## config.mk

```make
export PLATFORM = sky130hd
export DESIGN_NAME = stopwait_bus_arbiter
export DESIGN_NICKNAME = d
export VERILOG_FILES = /design/src/rtl/stopwait_arb_pkg.sv /design/src/rtl/arb_lowest_pick.sv /design/src/rtl/arb_grant_hold.sv /design/src/rtl/arb_bus_mux.sv /design/src/rtl/stopwait_bus_arbiter.sv
export SDC_FILE = /design/constraint.sdc
export NUM_CORES = 1
export LEC_CHECK = 0
export BUFFER_PORTS_ARGS = -buffer_cell sky130_fd_sc_hd__buf_2
export CORE_AREA = 2 2 193 195
export DETAILED_ROUTE_END_ITERATION = 10
export DIE_AREA = 0 0 195 197
export PLACE_DENSITY = 0.33
export RECOVER_POWER = 100
export SLEW_MARGIN = 5
export SYNTH_ARGS = -nofsm -noshare
export SYNTH_HDL_FRONTEND = slang
export SYNTH_SLANG_ARGS = --single-unit
```

## constraint.sdc

```tcl
create_clock -name clk -period 2 [get_ports clk]
set_input_delay 0 -clock clk [delete_from_list [all_inputs] [get_ports clk]]
set_output_delay 0 -clock clk [all_outputs]
set_load 0.005 [all_outputs]
```

## src/rtl/stopwait_arb_pkg.sv

```systemverilog
// Package: default sizes shared by the arbiter and its submodules.
// Assumes: one chunk moves per cycle on the shared bus.
package stopwait_arb_pkg;
    localparam int unsigned CHUNK_W_DEF = 64;
    localparam int unsigned HDR_W_DEF   = 16;
    localparam int unsigned N_OPS_DEF   = 5;
endpackage

```

## src/rtl/arb_lowest_pick.sv

```systemverilog
// Module: fixed-priority picker that returns the lowest set request as a one-hot vector.
// Assumes: bit 0 has the highest priority; purely combinational.
module arb_lowest_pick #(
    parameter int unsigned N = stopwait_arb_pkg::N_OPS_DEF
) (
    input  logic [N-1:0] req,
    output logic [N-1:0] pick
);
    // below[i] is high when any request with index lower than i is set
    logic [N:0] below;

    assign below[0] = 1'b0;

    for (genvar i = 0; i < N; i++) begin : g_pick
        assign below[i+1] = below[i] | req[i];
        assign pick[i]    = req[i] & ~below[i];
    end
endmodule

```

## src/rtl/arb_grant_hold.sv

```systemverilog
// Module: grant register for the stop-and-wait protocol; a grant lasts until
// the owner withdraws its request, and then a new grant may be made at the same edge.
// Assumes: cand is one-hot or zero; synchronous active-low reset.
module arb_grant_hold #(
    parameter int unsigned N = stopwait_arb_pkg::N_OPS_DEF
) (
    input  logic         clk,
    input  logic         rst_n,
    input  logic [N-1:0] req,
    input  logic [N-1:0] cand,
    output logic [N-1:0] ack,
    output logic         busy
);
    logic [N-1:0] ack_q;
    logic [N-1:0] ack_d;
    logic         keep;

    // The owner keeps the bus while its request is still raised
    assign keep = |(ack_q & req);

    // Next grant: hold the current owner, else give the bus to the picked candidate
    always_comb begin
        if (keep) begin
            ack_d = ack_q;
        end else begin
            ack_d = cand;
        end
    end

    // Grant register with synchronous reset
    always_ff @(posedge clk) begin
        if (!rst_n) begin
            ack_q <= '0;
        end else begin
            ack_q <= ack_d;
        end
    end

    assign ack  = ack_q;
    assign busy = |ack_q;
endmodule

```

## src/rtl/arb_bus_mux.sv

```systemverilog
// Module: AND-OR multiplexer that puts the owner's chunk, header and valid on the bus.
// Assumes: sel is one-hot or zero; a zero sel gives an all-zero bus.
module arb_bus_mux #(
    parameter int unsigned N       = stopwait_arb_pkg::N_OPS_DEF,
    parameter int unsigned CHUNK_W = stopwait_arb_pkg::CHUNK_W_DEF,
    parameter int unsigned HDR_W   = stopwait_arb_pkg::HDR_W_DEF
) (
    input  logic [N-1:0]              sel,
    input  logic [N-1:0][CHUNK_W-1:0] in_chunk,
    input  logic [N-1:0][HDR_W-1:0]   in_hdr,
    input  logic [N-1:0]              in_vld,
    output logic [CHUNK_W-1:0]        out_chunk,
    output logic [HDR_W-1:0]          out_hdr,
    output logic                      out_vld
);
    // Partial OR chains, one stage per operator
    logic [N:0][CHUNK_W-1:0] acc_chunk;
    logic [N:0][HDR_W-1:0]   acc_hdr;

    assign acc_chunk[0] = '0;
    assign acc_hdr[0]   = '0;

    for (genvar i = 0; i < N; i++) begin : g_mux
        assign acc_chunk[i+1] = acc_chunk[i] | (in_chunk[i] & {CHUNK_W{sel[i]}});
        assign acc_hdr[i+1]   = acc_hdr[i]   | (in_hdr[i]   & {HDR_W{sel[i]}});
    end

    assign out_chunk = acc_chunk[N];
    assign out_hdr   = acc_hdr[N];
    assign out_vld   = |(in_vld & sel);
endmodule

```

## src/rtl/stopwait_bus_arbiter.sv

```systemverilog
// Module: stop-and-wait arbiter for one shared register-file bus. It grants the bus
// to one operator at a time, holds the grant until the request is withdrawn, signals
// busy to the host while the bus is held, and multiplexes the owner's data onto the bus.
// Assumes: an operator keeps its request high for its whole transfer; synchronous active-low reset.
module stopwait_bus_arbiter #(
    parameter int unsigned N_OPS   = stopwait_arb_pkg::N_OPS_DEF,
    parameter int unsigned CHUNK_W = stopwait_arb_pkg::CHUNK_W_DEF,
    parameter int unsigned HDR_W   = stopwait_arb_pkg::HDR_W_DEF
) (
    input  logic                          clk,
    input  logic                          rst_n,
    input  logic [N_OPS-1:0]              op_req,
    input  logic [N_OPS-1:0][CHUNK_W-1:0] op_chunk,
    input  logic [N_OPS-1:0][HDR_W-1:0]   op_hdr,
    input  logic [N_OPS-1:0]              op_vld,
    output logic [N_OPS-1:0]              op_ack,
    output logic                          host_busy,
    output logic [CHUNK_W-1:0]            bus_chunk,
    output logic [HDR_W-1:0]              bus_hdr,
    output logic                          bus_vld
);
    logic [N_OPS-1:0] cand;
    logic [N_OPS-1:0] grant;

    arb_lowest_pick #(.N(N_OPS)) u_pick (
        .req  (op_req),
        .pick (cand)
    );

    arb_grant_hold #(.N(N_OPS)) u_hold (
        .clk   (clk),
        .rst_n (rst_n),
        .req   (op_req),
        .cand  (cand),
        .ack   (grant),
        .busy  (host_busy)
    );

    arb_bus_mux #(.N(N_OPS), .CHUNK_W(CHUNK_W), .HDR_W(HDR_W)) u_mux (
        .sel       (grant),
        .in_chunk  (op_chunk),
        .in_hdr    (op_hdr),
        .in_vld    (op_vld),
        .out_chunk (bus_chunk),
        .out_hdr   (bus_hdr),
        .out_vld   (bus_vld)
    );

    assign op_ack = grant;
endmodule

```

==> results of run 1 <==
cell type report:
class / instances / area (um2) / share of cell area (%)
tap: 468 / 586 / 11.3
antenna: 2 / 5.00 / 0.0967
sequential: 5 / 115 / 2.22
clock buffer: 4 / 78.8 / 1.52
timing repair buffer: 506 / 2520 / 48.8
multi-input combinational: 266 / 1870 / 36.0
cells by family (layout without fill, tap and decap cells):
family | after synthesis | after routing | synth area share [%]
buf+inv | 46 | 510 | 9.65
mux | 5 | 5 | 2.30
flops | 5 | 5 | 4.60
compound gates | 164 | 164 | 65.9
other cells | 0 | 2 | 0
simple gates | 97 | 97 | 17.5
per-layer routing:
layer | part of all wire (%) | routed length (um) | track usage (%) | up-vias
li1 | - | - | - | 2341
met1 | 39 | 8150 | 11.2 | 2351
met4 | 2.8 | 583 | 2.88 | 4
met3 | 7.9 | 1650 | 1.59 | 40
met2 | 50 | 10500 | 17.9 | 329
met5 | 0.15 | 31 | 0 | -
worst min-delay path by stage:
stage | startpoint | to | slack [ns] | depth (start not counted)
finish | op_req[2] | u_hold.ack[2] | 0.05 | 3
global route | op_req[4] | u_hold.ack[4] | 0.08 | 3
CTS | op_req[3] | u_hold.ack[3] | 0.05 | 3
detailed placement | op_hdr[75] | bus_hdr[11] | 0.28 | 4
global placement | op_hdr[75] | bus_hdr[11] | 0.28 | 4
floorplan | op_chunk[256] | bus_chunk[0] | 0.11 | 2
synthesized netlist by cell type (all sizes together):
library cell   n
a222oi        82
a22oi         82
buf           34
clkbuf        12
dfxtp          5
mux2i          5
nand2         90
nand3          1
nand3b         2
nor2           2
nor3           1
nor4b          1
stage by stage:
stage                     hold WS (ns)  power (mW)  cell area (um2)  util [%]
after global routing            0.0832        1.57             5170      14.3
final                           0.0496        1.46             5170      14.3
after CTS                       0.0451        1.50             5240      14.5
after global placement           0.277        1.17             5160      14.2
after floorplan                  0.107       0.478             2180         -
after detailed placement         0.277        1.16             5160      14.2
power groups by stage:
stage | logic [mW] | registers (mW) | clock network [mW]
detailed placement | 1.03 | 0.134 | 0
global route | 1.10 | 0.136 | 0.338
CTS | 1.03 | 0.133 | 0.333
global placement | 1.03 | 0.133 | 0
finish | 0.998 | 0.132 | 0.326
floorplan | 0.368 | 0.110 | 0
critical path: stages, from the launching register on:
cell and delay, ns:
sky130_fd_sc_hd__dfxtp_1 0.30, sky130_fd_sc_hd__clkbuf_4 0.37, sky130_fd_sc_hd__a222oi_1 0.60, sky130_fd_sc_hd__nand2_1 0.10, sky130_fd_sc_hd__buf_2 0.15
==> impl_summary.log, run 1 <==
INFO  metric cts_setup_buffers = 0
INFO  metric avgSynthCellArea = 6.87 um2
INFO  metric report.final.hold_viol_count = 0
INFO  metric critical_path_peak_fanout = 47
INFO  metric setup_slack_after_layout = 0.246 ns
INFO  metric placed_cells = 1245
INFO  metric worst_ir_drop_vdd = 0.188 mV
INFO  metric clkPwrFrac = 22.4%
INFO  metric h_tree_depth_reported_by_cts = 1
INFO  metric cts_tree = done
INFO  metric vias_in_the_first_global_route = 5061
INFO  metric initial_core_util = 6.01%
INFO  metric setup_repair_after_global_routing_missed_its_margin = no
INFO  metric crit_path_class = reg2out
INFO  metric fin_crit_sh = 87.7%
INFO  metric timing.rr.start = u_hold.ack[1]
INFO  metric clock-root-buffer = sky130_fd_sc_hd__clkbuf_16
INFO  metric finalMaxSlewViolations = 0
INFO  metric fin_cells = 1251
INFO  metric area.growth.synth_to_final = 138%
INFO  metric viasPerCell = 4.05
INFO  metric grt_use_total = 9.61%
INFO  metric layout-drive-gt1-share = 59.0%
INFO  metric static-leakage-power = 2.72 nW
INFO  metric critPathRequiredTime = 2.00 ns
INFO  metric grt_overflow = 0
INFO  metric drt_pass1_iterations = 7
INFO  metric drt_iter0_markers = 499
INFO  metric route.detailed.drc = 0
INFO  metric p_int = 0.905 mW
INFO  metric seqPwrFrac = 9.1%
INFO  metric maximum_clock_skew_at_final_layout = 0.00121 ns
INFO  metric r2r_cell_count = 3
INFO  metric dp_worst_setup_slack = 0.423 ns
INFO  metric max-cap-violations = 0
INFO  metric fp-row-count = 70
INFO  metric post_cts_resize_count = 0
INFO  metric synth-seq-area-share = 4.60%
INFO  metric switching_share = 37.8%
INFO  metric setup.worst_path.end_class = primary output
INFO  metric p_sw = 0.551 mW
INFO  metric worst_skew_pair.late_latency = 0.22 ns
INFO  metric warnings_synthesis = 0
INFO  metric critical_path_arrival = 1.75 ns
INFO  metric comb_power_share = 68.5%
INFO  metric yosysTopAreaCell = sky130_fd_sc_hd__a222oi_1
INFO  metric outcome = finished clean
INFO  metric core_area = 36300 um2
INFO  metric die_h = 197 um
INFO  metric drt_wl_total = 20900 um
INFO  metric vias = 5065
INFO  metric transition_time_at_the_pin_with_the_least_slew_margin = 0.640 ns
INFO  metric largest_register_ff_count = 5
INFO  metric r2r_end = u_hold.ack[4]
INFO  metric headroom_to_the_max_slew_limit = 57.4%
INFO  metric antenna_found_initial = 4
INFO  metric cts.reportedPaths.clkPinSlew = 0.03 ns
INFO  metric route.antenna.remaining_nets = 0
INFO  metric grt_start_max_net_pins = 48
INFO  metric postSynthRegisterBits = 5
INFO  metric synth.net_count = 729
INFO  metric final_cell_mix = sky130_fd_sc_hd__buf_2 (446), sky130_fd_sc_hd__nand2_1 (90), sky130_fd_sc_hd__a222oi_1 (82), sky130_fd_sc_hd__a22oi_1 (82), sky130_fd_sc_hd__clkbuf_1 (53)
INFO  metric highest_attainable_clock_frequency = 0.570 GHz
INFO  metric num-nets-final = 1194
INFO  metric setup_violations = 0
INFO  metric cts.sink_count = 5
INFO  metric max_buffers_root_to_sink = 2
INFO  metric most_common_cell_after_layout_fill_and_taps_aside = sky130_fd_sc_hd__buf_2
INFO  metric crit_path_end = bus_hdr[8]
INFO  metric numCtsBuffers = 3
INFO  metric fin_setup_tns = 0 ns
INFO  metric cp-start-kind = flip-flop
INFO  metric wl_per_cell = 16.7 um
INFO  metric synth_area = 2180 um2
INFO  metric port_buffers = 498
INFO  metric cts_hold_buffers = 0
INFO  metric synth.top_cell.area_share = 37.7%
INFO  metric synth.top_cells.by_area = sky130_fd_sc_hd__a222oi_1 (38%), sky130_fd_sc_hd__a22oi_1 (28%), sky130_fd_sc_hd__nand2_1 (15%), sky130_fd_sc_hd__buf_2 (6.7%), sky130_fd_sc_hd__dfxtp_1 (4.6%)
INFO  metric fillerInstances = 4275
INFO  metric setup.worst_path.start = u_hold.ack[0]
INFO  metric place_congestion = 0.805
INFO  metric postSynthCellCount = 317
INFO  metric hold_class = in2reg
INFO  metric die_width = 195 um
INFO  metric die_area = 38400 um2
INFO  metric setup.reg_to_reg.worst_slack = 0.46 ns
INFO  metric boundaryPins = 499
INFO  metric yosysUniqueCellTypes = 15
INFO  metric wire_length_of_the_first_global_routing_pass = 28900 um
INFO  metric cellPowerDensity = 281 nW/um2
INFO  metric final_period_minus_worst_setup_slack = 1.75 ns
INFO  metric hpwlAfterDp = 16600 um
Note: power is estimated with default switching activity, not from simulation.
==> inputs of run 2 (changes only) <==
--- a/config.mk
+++ b/config.mk
@@ -7,4 +7,5 @@
 export LEC_CHECK = 0
 export BUFFER_PORTS_ARGS = -buffer_cell sky130_fd_sc_hd__buf_2
+export CAP_MARGIN = 30
 export CORE_AREA = 2 2 193 195
 export DETAILED_ROUTE_END_ITERATION = 10
==> constraint.sdc (replaced) <==
create_clock -name clk -period 2 [get_ports clk]
set_input_delay 0.3 -clock clk [delete_from_list [all_inputs] [get_ports clk]]
set_output_delay 0.3 -clock clk [all_outputs]
set_load 0.005 [all_outputs]
==> run 2 against run 1 <==
Clock skew fell by 0.00094 ns. Setup slack got worse by 0.17 ns. Sequential power fell by 16%. Wire length grew 6.5%. Core utilization up 0.75 points. Die area unchanged. Cell area grew 5.3%. Largest cell class unchanged. Largest power group unchanged.
==> impl_summary.log, run 2 (synthesis results as in run 1) <==
INFO  metric fin_crit_sh = 96.0%
INFO  metric critPathRequiredTime = 1.70 ns
INFO  metric port_buffers = 498
INFO  metric cts_hold_buffers = 0
INFO  metric max-cap-violations = 0
INFO  metric drt_pass1_iterations = 7
INFO  metric place_congestion = 0.829
INFO  metric outcome = finished clean
INFO  metric finalMaxSlewViolations = 0
INFO  metric slowest_stage = sky130_fd_sc_hd__a222oi_1
INFO  metric p_sw = 0.572 mW
INFO  metric worst_skew_pair.late_latency = 0.22 ns
INFO  metric die_width = 195 um
INFO  metric worst_ir_drop_vdd = 0.214 mV
INFO  metric grt_overflow = 0
INFO  metric largest_register_ff_count = 5
INFO  metric crit_path_class = reg2out
INFO  metric most_common_cell_after_layout_fill_and_taps_aside = sky130_fd_sc_hd__buf_2
INFO  metric die_h = 197 um
INFO  metric grt_start_max_net_pins = 47
INFO  metric cts.reportedPaths.clkPinSlew = 0.03 ns
INFO  metric comb_power_share = 71.3%
INFO  metric num-nets-final = 1206
INFO  metric critical_path_arrival = 1.62 ns
INFO  metric fin_total_pwr = 1.52 mW
INFO  metric crit_path_max_incr_delay = 0.47 ns
INFO  metric setup_repair_after_global_routing_missed_its_margin = no
INFO  metric vias = 5120
INFO  metric core_area = 36300 um2
INFO  metric layout-drive-gt1-share = 60.7%
INFO  metric wl_per_cell = 17.7 um
INFO  metric antenna_found_initial = 4
INFO  metric viasPerCell = 4.05
INFO  metric boundaryPins = 499
INFO  metric final_period_minus_worst_setup_slack = 1.92 ns
INFO  metric wire_length_of_the_first_global_routing_pass = 28800 um
INFO  metric highest_attainable_clock_frequency = 0.521 GHz
INFO  metric vias_in_the_first_global_route = 4939
INFO  metric critical_path_peak_fanout = 45
INFO  metric switching_share = 37.6%
INFO  metric static-leakage-power = 2.87 nW
INFO  metric crit_path_cell_trace = buf_4, a222oi_1, nand2_1, buf_2
INFO  metric transition_time_at_the_pin_with_the_least_slew_margin = 0.562 ns
INFO  metric drt_wl_total = 22300 um
INFO  metric hold_class = in2reg
INFO  metric cp-start-kind = flip-flop
INFO  metric h_tree_depth_reported_by_cts = 1
INFO  metric cts_tree = done
INFO  metric fp-row-count = 70
INFO  metric finalHoldWorstSlack = 0.343 ns
INFO  metric seqPwrFrac = 7.3%
INFO  metric area.growth.synth_to_final = 150%
INFO  metric p_int = 0.949 mW
INFO  metric die_area = 38400 um2
INFO  metric clkPwrFrac = 21.4%
INFO  metric setup_violations = 0
INFO  metric max_buffers_root_to_sink = 2
INFO  metric headroom_to_the_max_slew_limit = 62.5%
INFO  metric maximum_clock_skew_at_final_layout = 0.000271 ns
INFO  metric cellPowerDensity = 279 nW/um2
INFO  metric drt_iter0_markers = 464
INFO  metric hpwlAfterDp = 16600 um
INFO  metric grt_use_total = 9.59%
INFO  metric initial_core_util = 6.01%
INFO  metric cts.sink_count = 5
INFO  metric route.detailed.drc = 0
INFO  metric route.antenna.remaining_nets = 0
INFO  metric setup.worst_path.end_class = primary output
INFO  metric fin_setup_tns = 0 ns
INFO  metric clock-root-buffer = sky130_fd_sc_hd__clkbuf_16
INFO  metric report.final.hold_viol_count = 0
INFO  metric numCtsBuffers = 3
INFO  metric final_cell_mix = sky130_fd_sc_hd__buf_2 (454), sky130_fd_sc_hd__nand2_1 (90), sky130_fd_sc_hd__a222oi_1 (82), sky130_fd_sc_hd__a22oi_1 (82), sky130_fd_sc_hd__clkbuf_1 (45)
run 2: area by class of cell:
type                            count  area (um2)
Tap cell                          468         586
Fill cell                        4209       30800
Timing Repair Buffer              518        2800
Multi-Input combinational cell    266        1870
Antenna cell                        3        7.51
Sequential cell                     5         115
Clock buffer                        4        78.8
run 2: final timing paths:
| kind | startpoint | cells past startpoint | slack (ns) | endpoint |
|---|---|---|---|---|
| setup / recovery | u_hold.ack[0] | 4 | 0.08 | bus_chunk[28] |
| hold / removal | op_req[3] | 3 | 0.34 | u_hold.ack[3] |
| setup reg to reg | u_hold.ack[0] | 5 | 0.44 | u_hold.ack[3] |
| hold reg to reg | u_hold.ack[4] | 2 | 0.54 | u_hold.ack[4] |
run 2: layer usage:
metal	global-route usage, %	part of all wire (%)	routed length, um
met1	11.3	38	8510
met2	18.3	52	11700
met3	1.47	8.4	1880
met4	1.84	1.1	244
met5	0	0.031	7
run 2: per-stage QoR:
stage / setup WS [ns] / instance area [um2] / std cells / util, %
after floorplan: 0.676 / 2180 / 317 / -
after global placement: 0.258 / 5240 / 1247 / 14.5
after detailed placement: 0.217 / 5240 / 1247 / 14.5
after CTS: 0.00274 / 5350 / 1252 / 14.8
after global routing: 0.00675 / 5450 / 1264 / 15.0
final: 0.0791 / 5450 / 1264 / 15.0
run 2: power groups by stage:
stage	Sequential [mW]	Combinational [mW]	Clock (mW)
CTS	0.111	1.07	0.331
detailed placement	0.112	1.06	0
global route	0.112	1.18	0.339
global placement	0.112	1.06	0
floorplan	0.110	0.368	0
finish	0.111	1.08	0.326
run 2: timing repair:
action | CTS | global route
gates cloned | 1 | 4
resized for setup | 0 | 2
setup endpoints to repair | 1 | 1
pin swaps | 1 | 2
endpoints found under the hold margin | 0 | 0
buffers inserted | 0 | 5
run 2: critical path: cells and delay by family (launching register included):
kind / cells / cell delay [ns]
AOI/OAI and AO/OA: 1 / 0.47
buffers and inverters: 2 / 0.42
DFF: 1 / 0.35
and+or+nand+nor: 1 / 0.09
==> inputs of run 3 (changes only) <==
==> constraint.sdc (replaced) <==
create_clock -name clk -period 2 [get_ports clk]
set_input_delay 0.1 -clock clk [delete_from_list [all_inputs] [get_ports clk]]
set_output_delay 0.1 -clock clk [all_outputs]
set_load 0.005 [all_outputs]
==> run 3 against run 2 <==
Clock skew grew 0.00075 ns. Total power shrank 4.7%. Via count shrank 0.64%. Register-to-register slack gained 0.14 ns.
==> impl_summary.log, run 3 (synthesis results as in run 1) <==
INFO  metric outcome = finished clean
INFO  metric route.detailed.drc = 0
INFO  metric drt_iter0_markers = 432
INFO  metric critical-path-top-delay-family = compound AO/OA/AOI/OAI gates
INFO  metric area.growth.synth_to_final = 138%
INFO  metric place_area = 5160 um2
INFO  metric num-nets-final = 1196
INFO  metric critical_path_arrival = 1.74 ns
INFO  metric fin_crit_sh = 92.0%
INFO  metric design_area = 5190 um2
INFO  metric wire_length_of_the_first_global_routing_pass = 28100 um
INFO  metric hold_class = in2reg
INFO  metric fin_total_pwr = 1.45 mW
INFO  metric route.antenna.remaining_nets = 0
INFO  metric setup_repair_after_global_routing_missed_its_margin = no
INFO  metric final_period_minus_worst_setup_slack = 1.84 ns
INFO  metric h_tree_depth_reported_by_cts = 1
INFO  metric r2r_cell_count = 4
INFO  metric post_cts_resize_count = 0
INFO  metric die_area = 38400 um2
INFO  metric die_h = 197 um
INFO  metric timing.critical_path.depth = 4
INFO  metric top_layer_used = met5
INFO  metric static-leakage-power = 2.75 nW
INFO  metric report.final.hold_viol_count = 0
INFO  metric critPathRequiredTime = 1.90 ns
INFO  metric grt_start_max_net_pins = 47
INFO  metric transition_time_at_the_pin_with_the_least_slew_margin = 0.632 ns
INFO  metric numCtsBuffers = 3
INFO  metric crit_path_class = reg2out
INFO  metric drt_wl_total = 20500 um
INFO  metric place_congestion = 0.826
INFO  metric vias = 5087
INFO  metric boundaryPins = 499
INFO  metric cp-start-kind = flip-flop
INFO  metric max_buffers_root_to_sink = 2
INFO  metric grt_overflow = 0
INFO  metric antenna_found_initial = 5
INFO  metric layout-drive-gt1-share = 59.8%
INFO  metric dr_wl_met3 = 1780 um
INFO  metric headroom_to_the_max_slew_limit = 57.9%
INFO  metric cts_hold_buffers = 0
INFO  metric vias_in_the_first_global_route = 4902
INFO  metric clock-root-buffer = sky130_fd_sc_hd__clkbuf_16
INFO  metric placed_cells = 1247
INFO  metric maximum_clock_skew_at_final_layout = 0.00102 ns
INFO  metric drt_pass1_iterations = 8
INFO  metric worst_skew_pair.late_latency = 0.23 ns
INFO  metric cts.reportedPaths.clkPinSlew = 0.03 ns
INFO  metric max-cap-violations = 0
INFO  metric min_path_cells = 3
INFO  metric port_buffers = 498
INFO  metric cts_tree = done
INFO  metric grt_use_total = 9.33%
INFO  metric hpwlAfterDp = 16600 um
INFO  metric met2WireLength = 10500 um
INFO  metric cts_setup_buffers = 0
INFO  metric highest_attainable_clock_frequency = 0.543 GHz
INFO  metric crit_buf_inv = 2
INFO  metric fillerInstances = 4272
INFO  metric crit_path_max_incr_delay = 0.52 ns
INFO  metric initial_core_util = 6.01%
INFO  metric worst_ir_drop_vdd = 0.209 mV
INFO  metric largest_register_ff_count = 5
INFO  metric most_common_cell_after_layout_fill_and_taps_aside = sky130_fd_sc_hd__buf_2
INFO  metric setup.worst_path.end_class = primary output
INFO  metric final_util = 14.3%
INFO  metric final_cell_mix = sky130_fd_sc_hd__buf_2 (451), sky130_fd_sc_hd__nand2_1 (90), sky130_fd_sc_hd__a222oi_1 (82), sky130_fd_sc_hd__a22oi_1 (82), sky130_fd_sc_hd__clkbuf_1 (48)
INFO  metric cts.sink_count = 5
INFO  metric finalMaxSlewViolations = 0
INFO  metric cellPowerDensity = 280 nW/um2
INFO  metric wl_per_cell = 16.3 um
INFO  metric fp-row-count = 70
INFO  metric critical_path_peak_fanout = 46
INFO  metric die_width = 195 um
INFO  metric fin_cells = 1254
INFO  metric core_area = 36300 um2
INFO  metric viasPerCell = 4.06
INFO  metric setup_violations = 0
INFO  metric slowest_stage = sky130_fd_sc_hd__a222oi_1
INFO  metric fin_setup_tns = 0 ns
INFO  metric detail_route.wirelength.met1 = 7620 um
INFO  metric crit_path_cell_trace = clkbuf_4, a222oi_1, nand2_1, buf_2
==> run 3: cell types whose count changed in the layout (fill, tap and decap cells not counted) <==
cell,delta
sky130_fd_sc_hd__clkbuf_1,+3
sky130_fd_sc_hd__bufbuf_16,-1
sky130_fd_sc_hd__buf_12,-4
sky130_fd_sc_hd__buf_2,-3
sky130_fd_sc_hd__buf_4,+1
sky130_fd_sc_hd__clkbuf_16,-4
sky130_fd_sc_hd__clkbuf_2,-1
sky130_fd_sc_hd__clkbuf_4,+1
sky130_fd_sc_hd__buf_16,-2
==> run 3: metrics by stage <==
step	setup WS [ns]	hold WS, ns
6_report	0.159	0.127
5_1_grt	0.106	0.143
4_1_cts	0.311	0.127
3_5_place_dp	0.558	0.365
3_3_place_gp	0.569	0.363
2_1_floorplan	0.876	0.239
==> run 3: area by class of cell <==
cell class | count | area (um2) | share of cell area (%)
repair buffers | 508 | 2530 | 48.9
multi-input cells | 266 | 1870 | 36.0
well taps | 468 | 586 | 11.3
flip-flops and latches | 5 | 115 | 2.22
clock buffers | 4 | 78.8 | 1.52
diodes | 3 | 7.51 | 0.145
==> run 3: final timing paths <==
kind                       from             to  slack, ns
hold / removal        op_req[3]  u_hold.ack[3]       0.13
setup / recovery  u_hold.ack[0]  bus_chunk[28]       0.16
setup reg to reg  u_hold.ack[0]  u_hold.ack[2]       0.58
hold reg to reg   u_hold.ack[3]  u_hold.ack[3]       0.55
==> run 3: metal layers <==
metal  global-route usage [%]  vias to the layer above
li1                         -                     2344
met1                     10.8                     2375
met2                     17.3                      330
met3                     1.81                       34
met4                     2.94                        4
met5                        0                        -
==> run 3: worst min-delay path, cell delays in order <==
cell and delay (ns):
sky130_fd_sc_hd__buf_2 0.11, sky130_fd_sc_hd__nand2_1 0.05, sky130_fd_sc_hd__mux2i_1 0.05
==> run 3: power breakdown <==
| part | switching (mW) | total [mW] | internal [mW] | leakage [nW] |
|---|---|---|---|---|
| registers | 0.00398 | 0.106 | 0.102 | 0.0438 |
| clock network | 0.0656 | 0.330 | 0.264 | 0.0382 |
| logic | 0.473 | 1.01 | 0.541 | 2.67 |
| total | 0.543 | 1.45 | 0.907 | 2.75 |
